File: config.mk
export PLATFORM = sky130hd
export DESIGN_NAME = pwm_trig_ctrl
export DESIGN_NICKNAME = d
export VERILOG_FILES = /design/src/rtl/pwm_trig_pkg.sv /design/src/rtl/pwm_trig_regs.sv /design/src/rtl/pwm_trig_chan.sv /design/src/rtl/pwm_trig_ctrl.sv
export SDC_FILE = /design/constraint.sdc
export NUM_CORES = 2
export LEC_CHECK = 0
export CORE_UTILIZATION = 50
export CTS_CLUSTER_DIAMETER = 80
export DETAILED_ROUTE_END_ITERATION = 10
export GPL_TIMING_DRIVEN = 1
export HOLD_SLACK_MARGIN = 0.03
export PLACE_DENSITY = 0.68
export SLEW_MARGIN = 20
export SYNTH_ARGS = -nofsm -noshare
export SYNTH_HDL_FRONTEND = slang
export SYNTH_SLANG_ARGS = --single-unit
File: constraint.sdc
create_clock -name clk -period 32 [get_ports clk]
set_clock_uncertainty 0.15 [all_clocks]
set_input_delay 6.4 -clock clk [delete_from_list [all_inputs] [get_ports clk]]
set_output_delay 6.4 -clock clk [all_outputs]
set_load 0.03 [all_outputs]
File: src/rtl/pwm_trig_pkg.sv
package pwm_trig_pkg;
  localparam int DW  = 32;  // bus data width
  localparam int PSW = 3;   // prescale field width
  localparam int CW  = 24;  // period / duty count width

  typedef struct packed {
    logic [PSW-1:0] ps;
    logic [CW-1:0]  pc;
    logic [CW-1:0]  dc;
    logic           pol;
  } chan_cfg_t;
endpackage

File: src/rtl/pwm_trig_regs.sv
module pwm_trig_regs
  import pwm_trig_pkg::*;
#(
  parameter int NCH = 6,
  parameter int AW  = 8
) (
  input  logic                  clk,
  input  logic                  rst_n,
  input  logic [AW-1:0]         bus_addr,
  input  logic                  bus_we,
  input  logic [DW-1:0]         bus_wdata,
  output logic [DW-1:0]         bus_rdata,
  output chan_cfg_t [NCH-1:0]   shadow_o,
  output logic [NCH-1:0]        trig_o,
  output logic [NCH-1:0]        smooth_o
);
  localparam int LANE      = 8;   // control word: one byte lane per flag kind
  localparam int PS_STRIDE = 4;
  localparam int CNT_BASE  = 8;
  localparam int DUTY_BASE = 12;
  localparam int CH_STRIDE = 8;
  localparam logic [AW-1:0] A_CTRL = AW'(0);
  localparam logic [AW-1:0] A_PSC  = AW'(4);

  function automatic logic [DW-1:0] make_ctrl_mask();
    logic [DW-1:0] m;
    m = '0;
    for (int n = 0; n < NCH; n++)
      for (int f = 0; f < 4; f++)
        m[f*LANE+n] = 1'b1;
    return m;
  endfunction

  function automatic logic [DW-1:0] make_psc_mask();
    logic [DW-1:0] m;
    m = '0;
    for (int n = 0; n < NCH; n++)
      m[PS_STRIDE*n +: PSW] = '1;
    return m;
  endfunction

  localparam logic [DW-1:0] CTRL_MASK = make_ctrl_mask();
  localparam logic [DW-1:0] PSC_MASK  = make_psc_mask();

  logic [DW-1:0]           ctrl_q, ctrl_d;
  logic [DW-1:0]           psc_q, psc_d;
  logic [NCH-1:0][CW-1:0]  pc_q, pc_d;
  logic [NCH-1:0][CW-1:0]  dc_q, dc_d;

  // next-state
  always_comb begin
    ctrl_d = ctrl_q;
    psc_d  = psc_q;
    pc_d   = pc_q;
    dc_d   = dc_q;
    if (bus_addr == A_CTRL) ctrl_d = bus_wdata & CTRL_MASK;
    if (bus_addr == A_PSC)  psc_d  = bus_wdata & PSC_MASK;
    for (int n = 0; n < NCH; n++) begin
      if (bus_addr == AW'(CNT_BASE + CH_STRIDE*n))  pc_d[n] = bus_wdata[CW-1:0];
      if (bus_addr == AW'(DUTY_BASE + CH_STRIDE*n)) dc_d[n] = bus_wdata[CW-1:0];
    end
  end

  // registers, enabled by the write strobe
  always_ff @(posedge clk or negedge rst_n) begin
    if (!rst_n) begin
      ctrl_q <= '0;
      psc_q  <= '0;
      pc_q   <= '0;
      dc_q   <= '0;
    end else if (bus_we) begin
      ctrl_q <= ctrl_d;
      psc_q  <= psc_d;
      pc_q   <= pc_d;
      dc_q   <= dc_d;
    end
  end

  // read mux
  always_comb begin
    bus_rdata = '0;
    if (bus_addr == A_CTRL) bus_rdata = ctrl_q;
    if (bus_addr == A_PSC)  bus_rdata = psc_q;
    for (int n = 0; n < NCH; n++) begin
      if (bus_addr == AW'(CNT_BASE + CH_STRIDE*n))  bus_rdata = DW'(pc_q[n]);
      if (bus_addr == AW'(DUTY_BASE + CH_STRIDE*n)) bus_rdata = DW'(dc_q[n]);
    end
  end

  for (genvar g = 0; g < NCH; g++) begin : g_fan
    assign shadow_o[g].ps  = psc_q[PS_STRIDE*g +: PSW];
    assign shadow_o[g].pc  = pc_q[g];
    assign shadow_o[g].dc  = dc_q[g];
    assign shadow_o[g].pol = ctrl_q[LANE+g];
    assign trig_o[g]       = ctrl_q[g];
    assign smooth_o[g]     = ctrl_q[3*LANE+g];
  end

  // stored words never carry bits outside the implemented fields
  assert_ctrl_mask_R2: assert property (@(posedge clk) disable iff (!rst_n)
    ((ctrl_q & ~CTRL_MASK) == '0) && ((psc_q & ~PSC_MASK) == '0))
    else $error("control or prescale word holds unimplemented bits");
endmodule

File: src/rtl/pwm_trig_chan.sv
module pwm_trig_chan
  import pwm_trig_pkg::*;
#(
  parameter int DELAY_CYCLES = 20
) (
  input  logic      clk,
  input  logic      rst_n,
  input  chan_cfg_t shadow_i,
  input  logic      trig_i,
  input  logic      smooth_i,
  output logic      pwm_o
);
  localparam int DLW = $clog2(DELAY_CYCLES + 1);

  logic            trig_q;
  chan_cfg_t       stage_q;
  chan_cfg_t       act_q, act_d;
  logic            pend_q, pend_d;
  logic            dly_busy_q, dly_busy_d;
  logic [DLW-1:0]  dly_cnt_q, dly_cnt_d;
  logic [PSW-1:0]  psc_q, psc_d;
  logic [CW-1:0]   cnt_q, cnt_d;

  logic rise, tick, run, last, boundary, load_imm, load_smooth, active;

  always_comb begin
    rise        = trig_i & ~trig_q;
    tick        = (psc_q == act_q.ps);
    run         = (act_q.pc >= CW'(2));
    last        = (cnt_q >= act_q.pc - CW'(1));
    boundary    = !run || (tick && last);
    load_imm    = dly_busy_q && (dly_cnt_q == DLW'(DELAY_CYCLES - 1));
    load_smooth = pend_q && boundary;

    act_d      = act_q;
    pend_d     = pend_q;
    dly_busy_d = dly_busy_q;
    dly_cnt_d  = dly_cnt_q;
    psc_d      = tick ? '0 : psc_q + PSW'(1);
    if (!run)      cnt_d = '0;
    else if (tick) cnt_d = last ? '0 : cnt_q + CW'(1);
    else           cnt_d = cnt_q;
    if (dly_busy_q) dly_cnt_d = dly_cnt_q + DLW'(1);

    if (rise) begin
      pend_d     = smooth_i;
      dly_busy_d = !smooth_i;
      dly_cnt_d  = '0;
    end else if (load_imm || load_smooth) begin
      act_d      = stage_q;
      pend_d     = 1'b0;
      dly_busy_d = 1'b0;
      dly_cnt_d  = '0;
      cnt_d      = '0;
      psc_d      = '0;
    end
  end

  always_ff @(posedge clk or negedge rst_n) begin
    if (!rst_n) begin
      trig_q     <= 1'b0;
      act_q      <= '0;
      pend_q     <= 1'b0;
      dly_busy_q <= 1'b0;
      dly_cnt_q  <= '0;
      psc_q      <= '0;
      cnt_q      <= '0;
    end else begin
      trig_q     <= trig_i;
      act_q      <= act_d;
      pend_q     <= pend_d;
      dly_busy_q <= dly_busy_d;
      dly_cnt_q  <= dly_cnt_d;
      psc_q      <= psc_d;
      cnt_q      <= cnt_d;
    end
  end

  // staged copy captured only on a trigger rising edge
  always_ff @(posedge clk or negedge rst_n) begin
    if (!rst_n)    stage_q <= '0;
    else if (rise) stage_q <= shadow_i;
  end

  always_comb begin
    active = run && (cnt_q < act_q.dc);
    if (!trig_i && !smooth_i) pwm_o = 1'b1;
    else                      pwm_o = act_q.pol ? active : !active;
  end

  assert_cnt_range_R7: assert property (@(posedge clk) disable iff (!rst_n)
    run |-> (cnt_q < act_q.pc))
    else $error("period counter beyond applied period");
  assert_psc_range_R7: assert property (@(posedge clk) disable iff (!rst_n)
    psc_q <= act_q.ps)
    else $error("prescale counter beyond applied prescale");
  assert_short_park_R10: assert property (@(posedge clk) disable iff (!rst_n)
    !run |-> (cnt_q == '0))
    else $error("period counter moved with a short period");
  assert_hold_active_R3: assert property (@(posedge clk) disable iff (!rst_n)
    !(dly_busy_q || pend_q) |=> $stable(act_q))
    else $error("working settings changed without a trigger");
  assert_smooth_pend_R5: assert property (@(posedge clk) disable iff (!rst_n)
    (rise && smooth_i) |=> (pend_q && !dly_busy_q))
    else $error("smooth trigger did not leave an update pending");
  assert_delay_bound_R4: assert property (@(posedge clk) disable iff (!rst_n)
    dly_busy_q |-> (dly_cnt_q < DLW'(DELAY_CYCLES)))
    else $error("immediate-update delay overran");
endmodule

File: src/rtl/pwm_trig_ctrl.sv
module pwm_trig_ctrl
  import pwm_trig_pkg::*;
#(
  parameter int NCH          = 6,
  parameter int AW           = 8,
  parameter int DELAY_CYCLES = 20
) (
  input  logic           clk,
  input  logic           rst_n,
  input  logic [AW-1:0]  bus_addr,
  input  logic           bus_we,
  input  logic [31:0]    bus_wdata,
  output logic [31:0]    bus_rdata,
  output logic [NCH-1:0] pwm_out
);
  logic [1:0] rst_pipe;
  logic       rst_core_n;

  // asynchronous assert, synchronous release
  always_ff @(posedge clk or negedge rst_n) begin
    if (!rst_n) rst_pipe <= '0;
    else        rst_pipe <= {rst_pipe[0], 1'b1};
  end
  assign rst_core_n = rst_pipe[1];

  chan_cfg_t [NCH-1:0] shadow;
  logic [NCH-1:0]      trig;
  logic [NCH-1:0]      smooth;

  pwm_trig_regs #(.NCH(NCH), .AW(AW)) u_regs (
    .clk       (clk),
    .rst_n     (rst_core_n),
    .bus_addr  (bus_addr),
    .bus_we    (bus_we),
    .bus_wdata (bus_wdata),
    .bus_rdata (bus_rdata),
    .shadow_o  (shadow),
    .trig_o    (trig),
    .smooth_o  (smooth)
  );

  for (genvar g = 0; g < NCH; g++) begin : g_ch
    pwm_trig_chan #(.DELAY_CYCLES(DELAY_CYCLES)) u_ch (
      .clk      (clk),
      .rst_n    (rst_core_n),
      .shadow_i (shadow[g]),
      .trig_i   (trig[g]),
      .smooth_i (smooth[g]),
      .pwm_o    (pwm_out[g])
    );
  end

  // idle channels (trigger and smooth both low) always drive high
  assert_idle_high_R6: assert property (@(posedge clk) disable iff (!rst_core_n)
    ((~trig & ~smooth & ~pwm_out) == '0))
    else $error("idle channel not driving high");
endmodule

## Word-level counts from Yosys, hierarchy flattened

Cells that the tools add are included.

| word-level totals | value |
|---|---|
| output and inout bits | 38 |
| input bits | 43 |
| register bits after elaboration | 1,166 |
| word-level logic and storage cells | 393 |

| cells by class | value |
|---|---|
| $add $sub $neg | 24 |
| multiplexer cells | 110 |
| bitwise operators | 18 |
| reduce and logical (&&, ||, !) cells | 99 |
| magnitude comparators | 18 |
| equal/unequal tests | 25 |

Operators by type and width:

| kind | count |
|---|---|
| $mux W24 | 30 |
| $mux W30 | 14 |
| $add A24 B1 Y24 const B | 6 |
| $ge A24 B2 Y1 const B | 6 |
| $ge A24 B24 Y1 | 6 |
| $lt A24 B24 Y1 | 6 |
| $sub A24 B1 Y24 const B | 6 |
| $mux W5 | 18 |
| $mux W3 | 18 |
| $eq A8 B6 Y1 const B | 6 |
| $reduce_and A2 Y1 | 20 |
| $eq A8 B5 Y1 const B | 4 |
| $add A5 B1 Y5 const B | 6 |
| $eq A5 B5 Y1 const B | 6 |
| $logic_and A1 B1 Y1 | 30 |
| $mux W1 | 30 |
| $logic_not A1 Y1 | 24 |
| $add A3 B1 Y3 const B | 6 |
| $eq A3 B3 Y1 | 6 |
| $reduce_bool A3 Y1 | 6 |
| $eq A8 B4 Y1 const B | 2 |
| $logic_or A1 B1 Y1 | 12 |
| $not A1 Y1 | 12 |
| $reduce_bool A2 Y1 | 6 |
| other kinds (3) | 8 |

## Longest topological paths before layout

| depth | value |
|---|---|
| word-level depth | 15 |
| depth in mapped cells | 19 |
| mapped depth without buffers | 17 |

## By module

A second synthesis with hierarchy kept.

| second synthesis, totals | value |
|---|---|
| cell total of the unflattened synthesis | 5,515 |
| area, all modules | 60,395.4 um^2 |

By module, submodules not included:

| module | times used | sequential area each (um^2) | area an instance (um^2) | cells an instance |
|---|---|---|---|---|
| pwm_trig_chan at g_ch[1].u_ch ... | 3 | 3,478.3 | 7,459.7 | 717 |
| pwm_trig_regs | 1 | 8,257.9 | 15,668.8 | 1,197 |
| pwm_trig_chan at g_ch[0].u_ch | 1 | 3,478.3 | 7,482.2 | 734 |
| pwm_trig_chan at g_ch[3].u_ch | 1 | 3,478.3 | 7,464.7 | 715 |
| pwm_trig_chan at g_ch[5].u_ch | 1 | 3,478.3 | 7,347.0 | 715 |
| pwm_trig_ctrl | 1 | 50.0 | 53.8 | 3 |

## Least setup slack after synthesis

Ideal clock, no wire load.

| timing path | value |
|---|---|
| kind | input to output |
| start | input port bus_addr[2] |
| end | output port bus_rdata[0] |
| buffers on the path | 4 |
| arrival time | 8.784 ns |
| required time | 25.450 ns |
| slack | 16.666 ns |
| cell stages on the path | 10 |
| path through | clkbuf_1 clkbuf_1 clkbuf_1 clkbuf_1 o221ai_1 o21ai_0 a221oi_1 o21ai_0 nand2_1 a31oi_1 |

| between the ends | value |
|---|---|
| cells in the longest elaborated chain, start to end | 15 |
| elaborated cells between the ends (all ways) | 28 |
| classes of those cells | 13 x eq/ne; 14 x mux; 1 x reduce/logical |

RTL lines:

| item | line | source |
|---|---|---|
| from (decl) | pwm_trig_ctrl.sv:10 | `input logic [AW-1:0] bus_addr,` |
| $logic_not A8 Y1 | pwm_trig_regs.sv:82 | `if (bus_addr == A_CTRL) bus_rdata = ctrl_q;` |
| $mux W30 | pwm_trig_regs.sv:82 |  |
| $mux W30 | pwm_trig_regs.sv:83 | `if (bus_addr == A_PSC) bus_rdata = psc_q;` |
| $mux W30 | pwm_trig_regs.sv:85 | `if (bus_addr == AW'(CNT_BASE + CH_STRIDE*n)) bus_rdata = DW'(pc_q[n]);` |
| $mux W30 | pwm_trig_regs.sv:86 | `if (bus_addr == AW'(DUTY_BASE + CH_STRIDE*n)) bus_rdata = DW'(dc_q[n]);` |
| $mux W30 | pwm_trig_regs.sv:85 |  |
| $mux W30 | pwm_trig_regs.sv:86 |  |
| $mux W30 | pwm_trig_regs.sv:85 |  |
| $mux W30 | pwm_trig_regs.sv:86 |  |
| $mux W30 | pwm_trig_regs.sv:85 |  |
| $mux W30 | pwm_trig_regs.sv:86 |  |
| $mux W30 | pwm_trig_regs.sv:85 |  |
| $mux W30 | pwm_trig_regs.sv:86 |  |
| $mux W30 | pwm_trig_regs.sv:85 |  |
| $mux W30 * | pwm_trig_regs.sv:86 |  |
| to (decl) | pwm_trig_ctrl.sv:13 | `output logic [31:0] bus_rdata,` |

Mark *: on every way between the ends. The rest lies on a longest branch, timed or not.

## Worst setup path after layout

| timing path | value |
|---|---|
| start | input port bus_addr[3] |
| end | output port bus_rdata[0] |

Same word-level chain as after synthesis.

==> qor.csv <==
stage;metric;value;unit
clock_tree;H-tree depth;3;
cells_and_area;FF+latch area;0.02918;sq mm
clock_tree;hold-fix buffers at CTS;0;
sta;max-slew violation count;0;
sta;setup TNS;0;ns
worst_setup_path;CP Launch Point;bus_addr[3];
clock_tree;CTS tree;yes;
sta;min Tclk post-route;17.60;ns
clock_tree;clock root buffer master;clkbuf_16;
die;I/O pins;81;
power;maximum VDD drop;0.05546;mV
grt;vias in the first global route;40626;
worst_setup_path;critical path class;input pin to output pin;
synthesis;Mapped Area;0.05715;sq mm
route;vias per std cell;5.843;
grt;GR met3 Demand/Resource;5.948;%
power;leakage dissipation;31.55;nW
worst_setup_path;Worst EP arrival;11.05;ns
placement;GPL Wtd Cong;0.9786;
synthesis;Post-synth EDFFs;0;
synthesis;Yosys cell types;74;
clock_tree;CTS buffer count;119;
grt;initial antenna violation count;17;
clock_tree;Clk Latency, worst-skew pair;0.74;ns
cells_and_area;Final Util;55.99;%
flow_run;max-cap viol count;0;
worst_setup_path;CP Capture Type;output pin;
route;via count;41290;
grt;routing usage on met1;40.77;%
synthesis;Synth Flop Type;dfrtp_1;
die;row cnt;123;
placement;placed insts;6845;
grt;aggregate global-route resource usage;28.54;%
cells_and_area;nets;5822;
clock_tree;Worst-path clk slew;0.06;ns
die;Core Area;0.1130;sq mm
sta;Final Hold Fails;0;
die;die width;340.1;um
cells_and_area;Area Growth Syn to Fin;10.67;%
sta;Worst Setup Slack, final;14.40;ns
route;number of iterations in the first detailed-routing pass;5;
synthesis;Mean Syn Cell Area;10.43;sq um
grt;largest net degree at the start of global routing;184;
clock_tree;CTS sink cnt;1166;
placement;Port-buffer cells;76;
route;wire length per cell;23.08;um
synthesis;ys async rst share;100.0;%
clock_tree;cts repair resizes;0;
placement;worst slack at placement;14.65;ns
synthesis;Cells after Synth;5480;
route;Post-route DRC;0;
cells_and_area;fraction of layout cells with a size suffix above 1;14.04;%
route;Detail Route Antenna Nets;0;
worst_hold_path;min-delay worst type;register to register;
route;Routed WL;163100;um
route;violation count after the first detailed-routing iteration;3905;
placement;DP Wirelength;116800;um
sta;RSZ-0062 raised after global routing;no;
clock_tree;Clock Path Buffers;3;
cells_and_area;Multi-input gate area;0.02632;sq mm
clock_tree;Post-CTS Setup Inserts;0;
outcome;status;complete, no violations;
synthesis;sequential share of the synthesized area;51.06;%
sta;final critical-path share of the clock period;55.01;%
sta;Finish-stage setup viols;0;
grt;global-route wire length before repair;252000;um
worst_hold_path;hold wc startpoint;rst_pipe[0]$_DFF_PN0_;
cells_and_area;Filler cells;9761;
die;Die ar.;0.1157;sq mm
die;Die Ht;340.1;um
sta;FMAX;0.05681;GHz
worst_setup_path;Setup crit start kind;input pin;
die;Initial Utilization;50.59;%
synthesis;number of synthesized register bits;1166;
grt;busiest grt layer;met2;
sta;Slew HR;12.70;%
grt;Overflow after GRT;0;
worst_setup_path;Worst EP required;25.45;ns
synthesis;Ys Warns;0;
power;power per standard cell area;56.13;mW/mm^2
sta;Slew @ Worst Pin;1.305;ns
worst_setup_path;Max FO, Critical Path;58;
worst_setup_path;origin of the critical flop-to-flop path;g_ch[0].u_ch.act_q[35]$_DFFE_PN0P_;
grt;grt met2 use;43.40;%
cells_and_area;fin cells;7066;
per-stage QoR:
| stage | cell area (sq um) | hold slack, ns | total power [mW] |
|---|---|---|---|
| after floorplan | 57150 | 0.1811 | 2.021 |
| after global placement | 59260 | 0.1846 | 2.159 |
| after detailed placement | 59270 | 0.1910 | 2.177 |
| after CTS | 63180 | 0.2045 | 3.574 |
| after global routing | 63240 | 0.2098 | 3.705 |
| final | 63250 | 0.2005 | 3.550 |
kinds of logic after synthesis:
group           after synthesis  share of synthesized area, %
buf+inv                     454                         3.212
mux                         533                         10.57
flops                      1166                         51.06
fa+ha+maj                   312                         6.831
other cells                   2                       0.01314
xor+xnor                    304                         4.659
simple gates               2025                         15.22
compound gates              684                         8.434
cell usage after synthesis, types with 15 or more instances:
master     instances  area [sq um]
o22ai_1           36         225.2
a31oi_1           20         125.1
xor2_1           142          1244
mux2_2           475          5349
a32o_1            52         520.5
ha_1             312          3904
mux2i_1           30         300.3
a22oi_1           15         112.6
nand2b_1          28         175.2
nand2_1         1187          4456
nor2b_1           36         225.2
a221oi_1          20         175.2
and3_1            51         319.1
o2bb2ai_1        105         919.6
o211ai_1          15         112.6
nand3_1           95         475.5
mux2_1            21         236.5
nor2_1           352          1321
o21ai_0          139         695.7
a21o_1            48         360.4
or3_1             15         93.84
a211oi_1          30         225.2
clkbuf_1         225         844.6
nand4_1           66         412.9
xnor2_1          162          1419
nor3_1            83         415.4
inv_1            188         705.7
nor4_1            43         269.0
a21oi_1          121         605.6
dfrtp_1         1166         29180
layout make-up:
cell class | instances | share of cell area, %
Antenna cell | 3 | 0.01187
Clock buffer | 168 | 5.381
Clock inverter | 49 | 0.8091
Inverter | 188 | 1.116
Multi-Input combinational cell | 3861 | 41.62
Sequential cell | 1166 | 46.14
Tap cell | 1500 | 2.967
Timing Repair Buffer | 131 | 1.960
power by group:
part	total (mW)	switching (mW)	leakage [nW]	internal [mW]
clock	1.40	0.593	1.92	0.804
sequential	1.65	0.0901	16.1	1.56
combinational	0.507	0.316	13.5	0.191
total	3.55	0.999	31.6	2.55
critical path: stages:
cell,delay (ns)
buf_4,0.51
buf_4,0.64
and2_0,0.42
nand2_1,0.24
nor2_1,0.49
buf_4,0.32
a221oi_1,0.15
o21ai_0,0.29
nand2_1,0.10
a31oi_1,0.59
clkdlybuf4s50_1,0.82
worst paths after layout:
kind	to	slack (ns)	depth (start not counted)
setup reg to reg	g_ch[0].u_ch.act_q[17]$_DFFE_PN0P_	26.64	16
setup / recovery	bus_rdata[0]	14.40	11
hold / removal	rst_pipe[1]$_DFF_PN0_	0.20	0
max in group asynchronous	rst_pipe[1]$_DFF_PN0_	25.88	1
min in group asynchronous	g_ch[2].u_ch.cnt_q[14]$_DFF_PN0_	0.21	0
hold reg to reg	rst_pipe[1]$_DFF_PN0_	0.20	0
state kept, by name, summed over array words and instances, names as in the netlist:
register	cells
g_ch.u_ch.cnt_q	144
u_regs.shadow_o	288
g_ch.u_ch.trig_q	6
g_ch.u_ch.dly_busy_q	6
u_regs.ctrl_q	24
rst_pipe	2
g_ch.u_ch.stage_q	312
g_ch.u_ch.dly_cnt_q	30
g_ch.u_ch.psc_q	18
u_regs.psc_q	18
g_ch.u_ch.act_q	312
g_ch.u_ch.pend_q	6
layer usage:
| metal | up-vias | wire length [um] | part of all wire (%) |
|---|---|---|---|
| met1 | 20763 | 72190 | 44 |
| met3 | 288 | 12610 | 7.7 |
| met2 | 1245 | 72580 | 45 |
| li1 | 18974 | - | - |
| met4 | 20 | 5583 | 3.4 |
| met5 | - | 119 | 0.073 |
placed cells by master, fill, tap and decap left out, types with 10 or more instances in the layout:
| cell type | instances |
|---|---|
| ha_1 | 312 |
| mux2_1 | 21 |
| a21oi_1 | 120 |
| clkbuf_16 | 120 |
| mux2i_1 | 30 |
| and4_1 | 12 |
| o21ai_0 | 137 |
| a211oi_1 | 30 |
| nor4_1 | 42 |
| nand3_1 | 94 |
| and3_1 | 51 |
| o22ai_1 | 36 |
| a32o_1 | 52 |
| a22oi_1 | 15 |
| clkinv_2 | 23 |
| dfrtp_1 | 1165 |
| nand2b_1 | 22 |
| inv_1 | 188 |
| o21a_1 | 10 |
| o2bb2ai_1 | 105 |
| or3_1 | 15 |
| clkbuf_8 | 22 |
| nor3_1 | 82 |
| o221ai_1 | 12 |
| clkbuf_1 | 26 |
| buf_4 | 50 |
| xnor2_1 | 162 |
| a221oi_1 | 20 |
| nand4_1 | 66 |
| or4_1 | 11 |
| clkdlybuf4s50_1 | 74 |
| o211ai_1 | 15 |
| nand2_1 | 1181 |
| mux2_2 | 475 |
| nor2b_1 | 30 |
| a21o_1 | 48 |
| nor2_1 | 350 |
| xor2_1 | 142 |
| a31oi_1 | 18 |
(Power assumes the default switching activity.)
